File: config.mk
export PLATFORM = sky130hd
export DESIGN_NAME = srq_byte_fifo
export DESIGN_NICKNAME = d
export VERILOG_FILES = /design/src/rtl/srq_pkg.sv /design/src/rtl/srq_occupancy.sv /design/src/rtl/srq_shift_store.sv /design/src/rtl/srq_out_stage.sv /design/src/rtl/srq_byte_fifo.sv
export SDC_FILE = /design/constraint.sdc
export NUM_CORES = 1
export LEC_CHECK = 0
export BUFFER_PORTS_ARGS = -buffer_cell sky130_fd_sc_hd__buf_2
export CAP_MARGIN = 20
export CORE_MARGIN = 2
export CORE_UTILIZATION = 50
export DETAILED_ROUTE_END_ITERATION = 12
export PLACE_DENSITY = 0.67
export SLEW_MARGIN = 20
export SYNTH_ARGS = -nofsm -noshare
export SYNTH_HDL_FRONTEND = slang
export SYNTH_SLANG_ARGS = --single-unit
File: constraint.sdc
create_clock -name clk -period 4.58 [get_ports clk]
set_clock_uncertainty 0.15 [all_clocks]
set_input_delay 0.458 -clock clk [delete_from_list [all_inputs] [get_ports clk]]
set_output_delay 0.458 -clock clk [all_outputs]
set_load 0.05 [all_outputs]
File: src/rtl/srq_pkg.sv
`timescale 1ns/1ps
package srq_pkg;

   // Bits needed for an occupancy counter that spans 0..depth inclusive.
   function automatic int unsigned occ_bits(input int unsigned depth);
      return $clog2(depth + 1);
   endfunction

   // Bits needed to address one of depth shift stages.
   function automatic int unsigned tap_bits(input int unsigned depth);
      return (depth < 2) ? 1 : $clog2(depth);
   endfunction

   typedef enum logic [1:0] {
      OCC_HOLD = 2'd0,
      OCC_INC  = 2'd1,
      OCC_DEC  = 2'd2
   } occ_step_e;

endpackage

File: src/rtl/srq_occupancy.sv
`timescale 1ns/1ps
module srq_occupancy
   import srq_pkg::*;
#(
   parameter int unsigned DEPTH  = 16,
   parameter int unsigned CNT_W  = occ_bits(DEPTH),
   parameter int unsigned ADDR_W = tap_bits(DEPTH)
) (
   input  logic              clk,
   input  logic              clk_en,
   input  logic              sync_rst,
   input  logic              push_req,
   input  logic              pop_req,
   output logic              push_ok,
   output logic              pop_ok,
   output logic [CNT_W-1:0]  occ_cnt,
   output logic [ADDR_W-1:0] tap_addr,
   output logic              is_empty,
   output logic              is_full
);

   localparam logic [CNT_W-1:0] OCC_MAX = CNT_W'(DEPTH);
   localparam logic [CNT_W-1:0] OCC_ONE = CNT_W'(1);

   logic [CNT_W-1:0] occ_q;
   logic [CNT_W-1:0] occ_less_one;
   occ_step_e        step;

   assign is_empty = (occ_q == '0);
   assign is_full  = (occ_q == OCC_MAX);

   // Requests that break a flag are dropped here and never reach the datapath.
   assign push_ok = clk_en & push_req & ~is_full;
   assign pop_ok  = clk_en & pop_req  & ~is_empty;

   always_comb begin
      unique case ({push_ok, pop_ok})
         2'b10:   step = OCC_INC;
         2'b01:   step = OCC_DEC;
         default: step = OCC_HOLD;
      endcase
   end

   always_ff @(posedge clk) begin
      if (sync_rst) begin
         occ_q <= '0;
      end else begin
         unique case (step)
            OCC_INC: occ_q <= occ_q + OCC_ONE;
            OCC_DEC: occ_q <= occ_q - OCC_ONE;
            default: occ_q <= occ_q;
         endcase
      end
   end

   // The oldest byte sits one stage below the fill level.
   assign occ_less_one = occ_q - OCC_ONE;
   assign tap_addr     = occ_less_one[ADDR_W-1:0];
   assign occ_cnt      = occ_q;

endmodule

File: src/rtl/srq_shift_store.sv
`timescale 1ns/1ps
module srq_shift_store #(
   parameter int unsigned DATA_W = 8,
   parameter int unsigned DEPTH  = 16,
   parameter int unsigned ADDR_W = 4
) (
   input  logic              clk,
   input  logic              shift_en,
   input  logic [DATA_W-1:0] shift_in,
   input  logic [ADDR_W-1:0] tap_addr,
   output logic [DATA_W-1:0] tap_data
);

   logic [DATA_W-1:0] stage_w [DEPTH];

   for (genvar g = 0; g < DEPTH; g++) begin : gen_stage
      logic [DATA_W-1:0] q;
      if (g == 0) begin : gen_head
         always_ff @(posedge clk) begin
            if (shift_en) q <= shift_in;
         end
      end else begin : gen_body
         always_ff @(posedge clk) begin
            if (shift_en) q <= stage_w[g-1];
         end
      end
      assign stage_w[g] = q;
   end

   // Variable tap; it reads the stage values as they stand before the edge.
   always_comb begin
      tap_data = stage_w[0];
      for (int i = 0; i < DEPTH; i++) begin
         if (tap_addr == ADDR_W'(i)) tap_data = stage_w[i];
      end
   end

endmodule

File: src/rtl/srq_out_stage.sv
`timescale 1ns/1ps
module srq_out_stage #(
   parameter int unsigned DATA_W = 8
) (
   input  logic              clk,
   input  logic              sync_rst,
   input  logic              load,
   input  logic [DATA_W-1:0] d,
   output logic [DATA_W-1:0] q
);

   always_ff @(posedge clk) begin
      if (sync_rst)  q <= '0;
      else if (load) q <= d;
   end

endmodule

File: src/rtl/srq_byte_fifo.sv
`timescale 1ns/1ps
module srq_byte_fifo
   import srq_pkg::*;
#(
   parameter int unsigned DATA_W = 8,
   parameter int unsigned DEPTH  = 16
) (
   input  logic              clk,
   input  logic              clk_en,
   input  logic              sync_rst,
   input  logic [DATA_W-1:0] push_data,
   input  logic              push_req,
   output logic              fifo_full,
   output logic [DATA_W-1:0] pop_data,
   input  logic              pop_req,
   output logic              fifo_empty
);

   localparam int unsigned CNT_W  = occ_bits(DEPTH);
   localparam int unsigned ADDR_W = tap_bits(DEPTH);

   if (DEPTH < 2) begin : gen_bad_depth
      $error("srq_byte_fifo: DEPTH must be at least 2");
   end
   if (DATA_W < 1) begin : gen_bad_width
      $error("srq_byte_fifo: DATA_W must be at least 1");
   end

   logic              push_ok;
   logic              pop_ok;
   logic [CNT_W-1:0]  occ_cnt;
   logic [ADDR_W-1:0] tap_addr;
   logic [DATA_W-1:0] tap_data;

   srq_occupancy #(
      .DEPTH  (DEPTH),
      .CNT_W  (CNT_W),
      .ADDR_W (ADDR_W)
   ) occ_i (
      .clk      (clk),
      .clk_en   (clk_en),
      .sync_rst (sync_rst),
      .push_req (push_req),
      .pop_req  (pop_req),
      .push_ok  (push_ok),
      .pop_ok   (pop_ok),
      .occ_cnt  (occ_cnt),
      .tap_addr (tap_addr),
      .is_empty (fifo_empty),
      .is_full  (fifo_full)
   );

   srq_shift_store #(
      .DATA_W (DATA_W),
      .DEPTH  (DEPTH),
      .ADDR_W (ADDR_W)
   ) store_i (
      .clk      (clk),
      .shift_en (push_ok),
      .shift_in (push_data),
      .tap_addr (tap_addr),
      .tap_data (tap_data)
   );

   srq_out_stage #(
      .DATA_W (DATA_W)
   ) out_i (
      .clk      (clk),
      .sync_rst (sync_rst),
      .load     (pop_ok),
      .d        (tap_data),
      .q        (pop_data)
   );

endmodule

After elaboration in Yosys (flattened, before gate mapping):

Index checks and enable logic that the tools add are counted.

* flip-flop bits (word level): 141
* bits of input ports: 13
* output and inout port bits: 10

* $add $sub $neg: 2
* equal/unequal tests: 20
* mux-type cells: 17
* bitwise operators: 6
* reductions and logical operators: 2

Operator list (number)
* 8-bit 2-to-1 mux: 15
* 4-bit equality test, second input constant: 8
* 4-bit by 3-bit equality test with 1-bit output, second input constant: 4
* 5-bit one-hot mux with 2 select lines: 1
* 4-bit by 2-bit equality test with 1-bit output, second input constant: 2
* 5-bit by 1-bit adder with 5-bit output, second input constant: 1
* 5-bit equality test, second input constant: 1
* 5-bit logical NOT: 1
* 5-bit by 1-bit subtractor with 5-bit output, second input constant: 1
* 1-bit bitwise AND: 4
* 2-bit by 1-bit equality test with 1-bit output, second input constant: 2
* 2-bit equality test, second input constant: 2
* 4-bit by 1-bit equality test with 1-bit output, second input constant: 1
* 2-bit one-hot mux with 2 select lines: 1
* 1-bit inverter: 2
* 2-bit nonzero test: 1

Depth between registers and ports, before layout:

* word-level depth: 17
* depth in mapped cells: 12
* mapped depth without buffers: 11

Modules after synthesis:

Synthesis repeated with hierarchy kept, for this count alone.

* cells, all modules: 449
* area total of the unflattened synthesis: 6221.0 um^2

By module, submodules not included
* srq_shift_store: instances 1, cells an instance 379, area an instance 5560.3 um^2, seq. area each 3843.7 um^2
* srq_occupancy: instances 1, cells an instance 44, area an instance 375.4 um^2, seq. area each 100.1 um^2
* srq_out_stage: instances 1, cells an instance 26, area an instance 285.3 um^2, seq. area each 160.2 um^2

Least setup slack after synthesis:

OpenSTA, ideal clock, no wires.

* path kind: flip-flop to flip-flop
* start point: reg occ_i.occ_q[0], in the netlist occ_i.occ_cnt[0]
* end point: reg store_i.gen_stage[0].q[0] (enable)
* arrival: 3.484 ns
* required time: 3.949 ns
* slack: 0.465 ns
* cell stages (with the launch flop): 7
* clock period less this slack: 4.115 ns
* cells stage by stage: dfxtp_1 -> buf_2 -> inv_1 -> ha_1 -> nand3_1 -> nand3_1 -> inv_1

* word-level cells in the longest chain between the ends: 3

Ends and longest elaborated chain
* start: declaration: line srq_occupancy.sv:25 `logic [CNT_W-1:0] occ_q;`
* start signal: assignment: line srq_occupancy.sv:49 `OCC_INC: occ_q <= occ_q + OCC_ONE;`
* start signal: assignment: line srq_occupancy.sv:50 `OCC_DEC: occ_q <= occ_q - OCC_ONE;`
* start signal: assignment: line srq_occupancy.sv:51 `default: occ_q <= occ_q;`
* 5-bit equality test: line srq_occupancy.sv:30 `assign is_full = (occ_q == OCC_MAX);`
* 1-bit inverter: line srq_occupancy.sv:33 `assign push_ok = clk_en & push_req & ~is_full;`
* 1-bit bitwise AND: line srq_occupancy.sv:33
* named net occ_i.push_ok: line srq_occupancy.sv:14 `output logic push_ok,`
* end signal: assignment: line srq_shift_store.sv:20 `if (shift_en) q <= shift_in;`
* end: declaration: line srq_shift_store.sv:17 `logic [DATA_W-1:0] q;`

The timed path passes the listed nets, and every way through them passes these cells.
A chain may end at the register's enable or synchronous reset.

Worst setup path after layout:

* start point: reg occ_i.occ_q[1], in the netlist occ_i.occ_cnt[1]
* end point: reg out_i.q[0]

* word-level cells in the longest chain between the ends: 17
* elaborated cells on any way between the ends: 34

Ends and longest elaborated chain
* 5-bit by 1-bit subtractor with 5-bit output
* 4-bit by 1-bit equality test with 1-bit output: line srq_shift_store.sv:34 `if (tap_addr == ADDR_W'(i)) tap_data = stage_w[i];`
* 8-bit 2-to-1 mux (15 in series): line srq_shift_store.sv:34
* end signal: assignment: line srq_out_stage.sv:13 `if (sync_rst) q <= '0;`
* end signal: assignment: line srq_out_stage.sv:14 `else if (load) q <= d;`
* end: declaration: line srq_out_stage.sv:9 `output logic [DATA_W-1:0] q`

Several ways; a longest one is shown, not always the timed one.

==> flow_summary.json <==
{
  "outcome": "finished clean",
  "rrSetupSlack_ns": 1.15,
  "r2r_end": "out_i.q[0]$_SDFFE_PP0P_",
  "h-tree-depth": 4,
  "fillers": 964,
  "cp-start-kind": "flop",
  "grt_pass1_wl_um": 21900,
  "post-route-util": 0.578,
  "cts_tree": "yes",
  "die_h_um": 115,
  "clock_latency_ns": 0.42,
  "drive_gt1_frac": 0.151,
  "cts_buffers": 17,
  "hpwl_um": 9050,
  "hold_path_class": "primary input to flop",
  "syn_area_per_cell_um2": 13.3,
  "finalHoldViolCount": 0,
  "diodes": 0,
  "final_common_cell": "edfxtp_1",
  "synth.top_cell.area_share": 0.624,
  "gp_congestion": 0.890,
  "clockRootBuffer": "clkbuf_16",
  "syn_area_um2": 6160,
  "grt_antenna_before_repair": 0,
  "worstSetupPathType": "flop to flop",
  "leakagePower_nw": 2.35,
  "cp.arrival_ns": 3.62,
  "drt_first_iter_violations": 583,
  "syn2layout_area_growth_pct": 12.6,
  "vias": 4100,
  "tns_ns": 0,
  "path_clk_slew_ns": 0.06,
  "grt_pass1_vias": 3949,
  "routedWlPerCell_um": 21.6,
  "grt_overflow": 0,
  "yosysSeqAreaShare": 0.666,
  "rr_startpoint": "occ_i.occ_cnt[1]$_SDFFE_PP0P_",
  "worst_ep_required_time_ns": 4.78,
  "drv_slew": 0,
  "post_cts_buffers": 0,
  "synth-seq-cells": 141,
  "rsz0062_at_grt": "no",
  "synthesis.nets": 481,
  "grt_start_max_net_pins": 57,
  "netlist_instances": 462,
  "synth_edf_count": 128,
  "fin_crit_sh": 0.748,
  "critPathMaxFanout": 13,
  "remaining_drc_errors": 0,
  "crit_start": "occ_i.occ_cnt[1]$_SDFFE_PP0P_",
  "die_area_um2": 13200,
  "tightest_slew_ns": 1.03,
  "grt_usage": 0.222,
  "cts_hold_buffers": 0,
  "die_w_um": 115,
  "peakVddDrop_mv": 0.307,
  "min_period_ns": 3.43,
  "drt.antenna.violating_nets": 0,
  "relSlewSlack": 0.312,
  "rows": 40,
  "end_kind": "flop",
  "cts_sinks": 141,
  "synth_warnings": 0,
  "max-cap-violations": 0,
  "pwr_density_cell_nw_per_um2": 499,
  "final_cell_mix": "edfxtp_1, nor2_1, a21oi_1, buf_2, o21ai_0",
  "synth_area_leaders": "edfxtp_1, dfxtp_1, a22oi_1, a21oi_1, nor2_1",
  "clock_path_buffers": 2,
  "fmax_mhz": 292,
  "ys.flop_type": "edfxtp_1",
  "cts_resized": 0,
  "viasPerCell": 6.43,
  "rr_worst_depth": 8,
  "finalSetupViolations": 0,
  "core_um2": 12000,
  "cp-endpoint": "out_i.q[0]$_SDFFE_PP0P_",
  "synth_largest_area_cell": "edfxtp_1",
  "nets": 497,
  "synth.distinct_cells": 61,
  "async_flop_share": 0,
  "io_pins": 23,
  "detail_route.first_pass.iterations": 6,
  "routed_wl_um": 13800,
  "port_buffers": 22,
  "initial_core_util": 0.513
}
[kinds of logic (layout without fill, tap and decap cells)]
family,count (synthesis),in the layout,share of synthesized area
mux,3,3,0.00487
flops,141,141,0.666
simple gates,91,91,0.0808
compound gates,168,168,0.199
buf+inv,49,78,0.0317
fa+ha+maj,6,6,0.0122
xor+xnor,4,4,0.00569
[Yosys cell counts (all sizes together), types with 7 or more instances]
cell type	count
o21ai	25
dfxtp	13
nand3	15
o2111ai	9
edfxtp	128
nand2	11
a31oi	11
o211ai	8
o21a	12
inv	18
o22a	7
clkbuf	20
o22ai	13
buf	10
a22oi	16
nor2	28
a21oi	22
[where the power goes]
| part | internal [mW] | switching, mW | leakage [nW] | total, mW |
|---|---|---|---|---|
| clock | 0.797 | 0.493 | 0.283 | 1.29 |
| combinational | 0.208 | 0.445 | 0.760 | 0.653 |
| sequential | 1.48 | 0.0478 | 1.31 | 1.52 |
[routing by layer]
| layer | track usage | part of all wire | up-vias |
|---|---|---|---|
| met5 | 0 | 0 | - |
| met4 | 0.0851 | 0.016 | 0 |
| met3 | 0.0585 | 0.074 | 20 |
| met2 | 0.330 | 0.46 | 199 |
| met1 | 0.315 | 0.45 | 1994 |
| li1 | - | - | 1887 |
[through the flow]
step                instances  power (mW)  hold slack, ns  setup WS (ns)  area (um2)
floorplan                 462        2.01           0.268          0.465        6160
global placement          605        2.17           0.278           1.23        6380
detailed placement        605        2.18           0.284           1.19        6380
CTS                       637        3.47          0.0449           1.17        6940
global route              638        3.60          0.0439          0.908        6940
finish                    638        3.47          0.0639           1.15        6940
[final cells by class]
type | count | area (um2) | share of cell area
inverters | 19 | 73.8 | 0.0106
multi-input cells | 272 | 1860 | 0.269
well taps | 147 | 184 | 0.0265
flip-flops and latches | 141 | 4100 | 0.591
repair buffers | 27 | 160 | 0.0231
clock inverters | 8 | 65.1 | 0.00937
clock buffers | 24 | 492 | 0.0708
[how the worst min path moves through the flow]
stage                     cells past startpoint                                 start  slack (ns)                                    to
after floorplan                               0  store_i.gen_stage[14].q[0]$_DFFE_PP_        0.27  store_i.gen_stage[15].q[0]$_DFFE_PP_
after global placement                        0   store_i.gen_stage[4].q[1]$_DFFE_PP_        0.28   store_i.gen_stage[5].q[1]$_DFFE_PP_
after detailed placement                      0   store_i.gen_stage[4].q[1]$_DFFE_PP_        0.28   store_i.gen_stage[5].q[1]$_DFFE_PP_
after CTS                                     1                          push_data[3]        0.04   store_i.gen_stage[0].q[3]$_DFFE_PP_
after global routing                          1                          push_data[3]        0.04   store_i.gen_stage[0].q[3]$_DFFE_PP_
final                                         1                          push_data[3]        0.06   store_i.gen_stage[0].q[3]$_DFFE_PP_
[sequential cells by signal (all words and copies together) (netlist names)]
name and count:
store_i.gen_stage.q 128, occ_i.occ_cnt 5, out_i.q 8
[worst max-delay path: stages, from the launching register on]
cell	delay, ns
dfxtp_1	0.52
ha_1	0.55
buf_4	0.29
or3b_1	0.50
or3_1	0.49
mux2i_1	0.17
a311oi_1	0.36
o21ai_1	0.18
a21oi_1	0.16
Power figures use the tool's default switching activity.
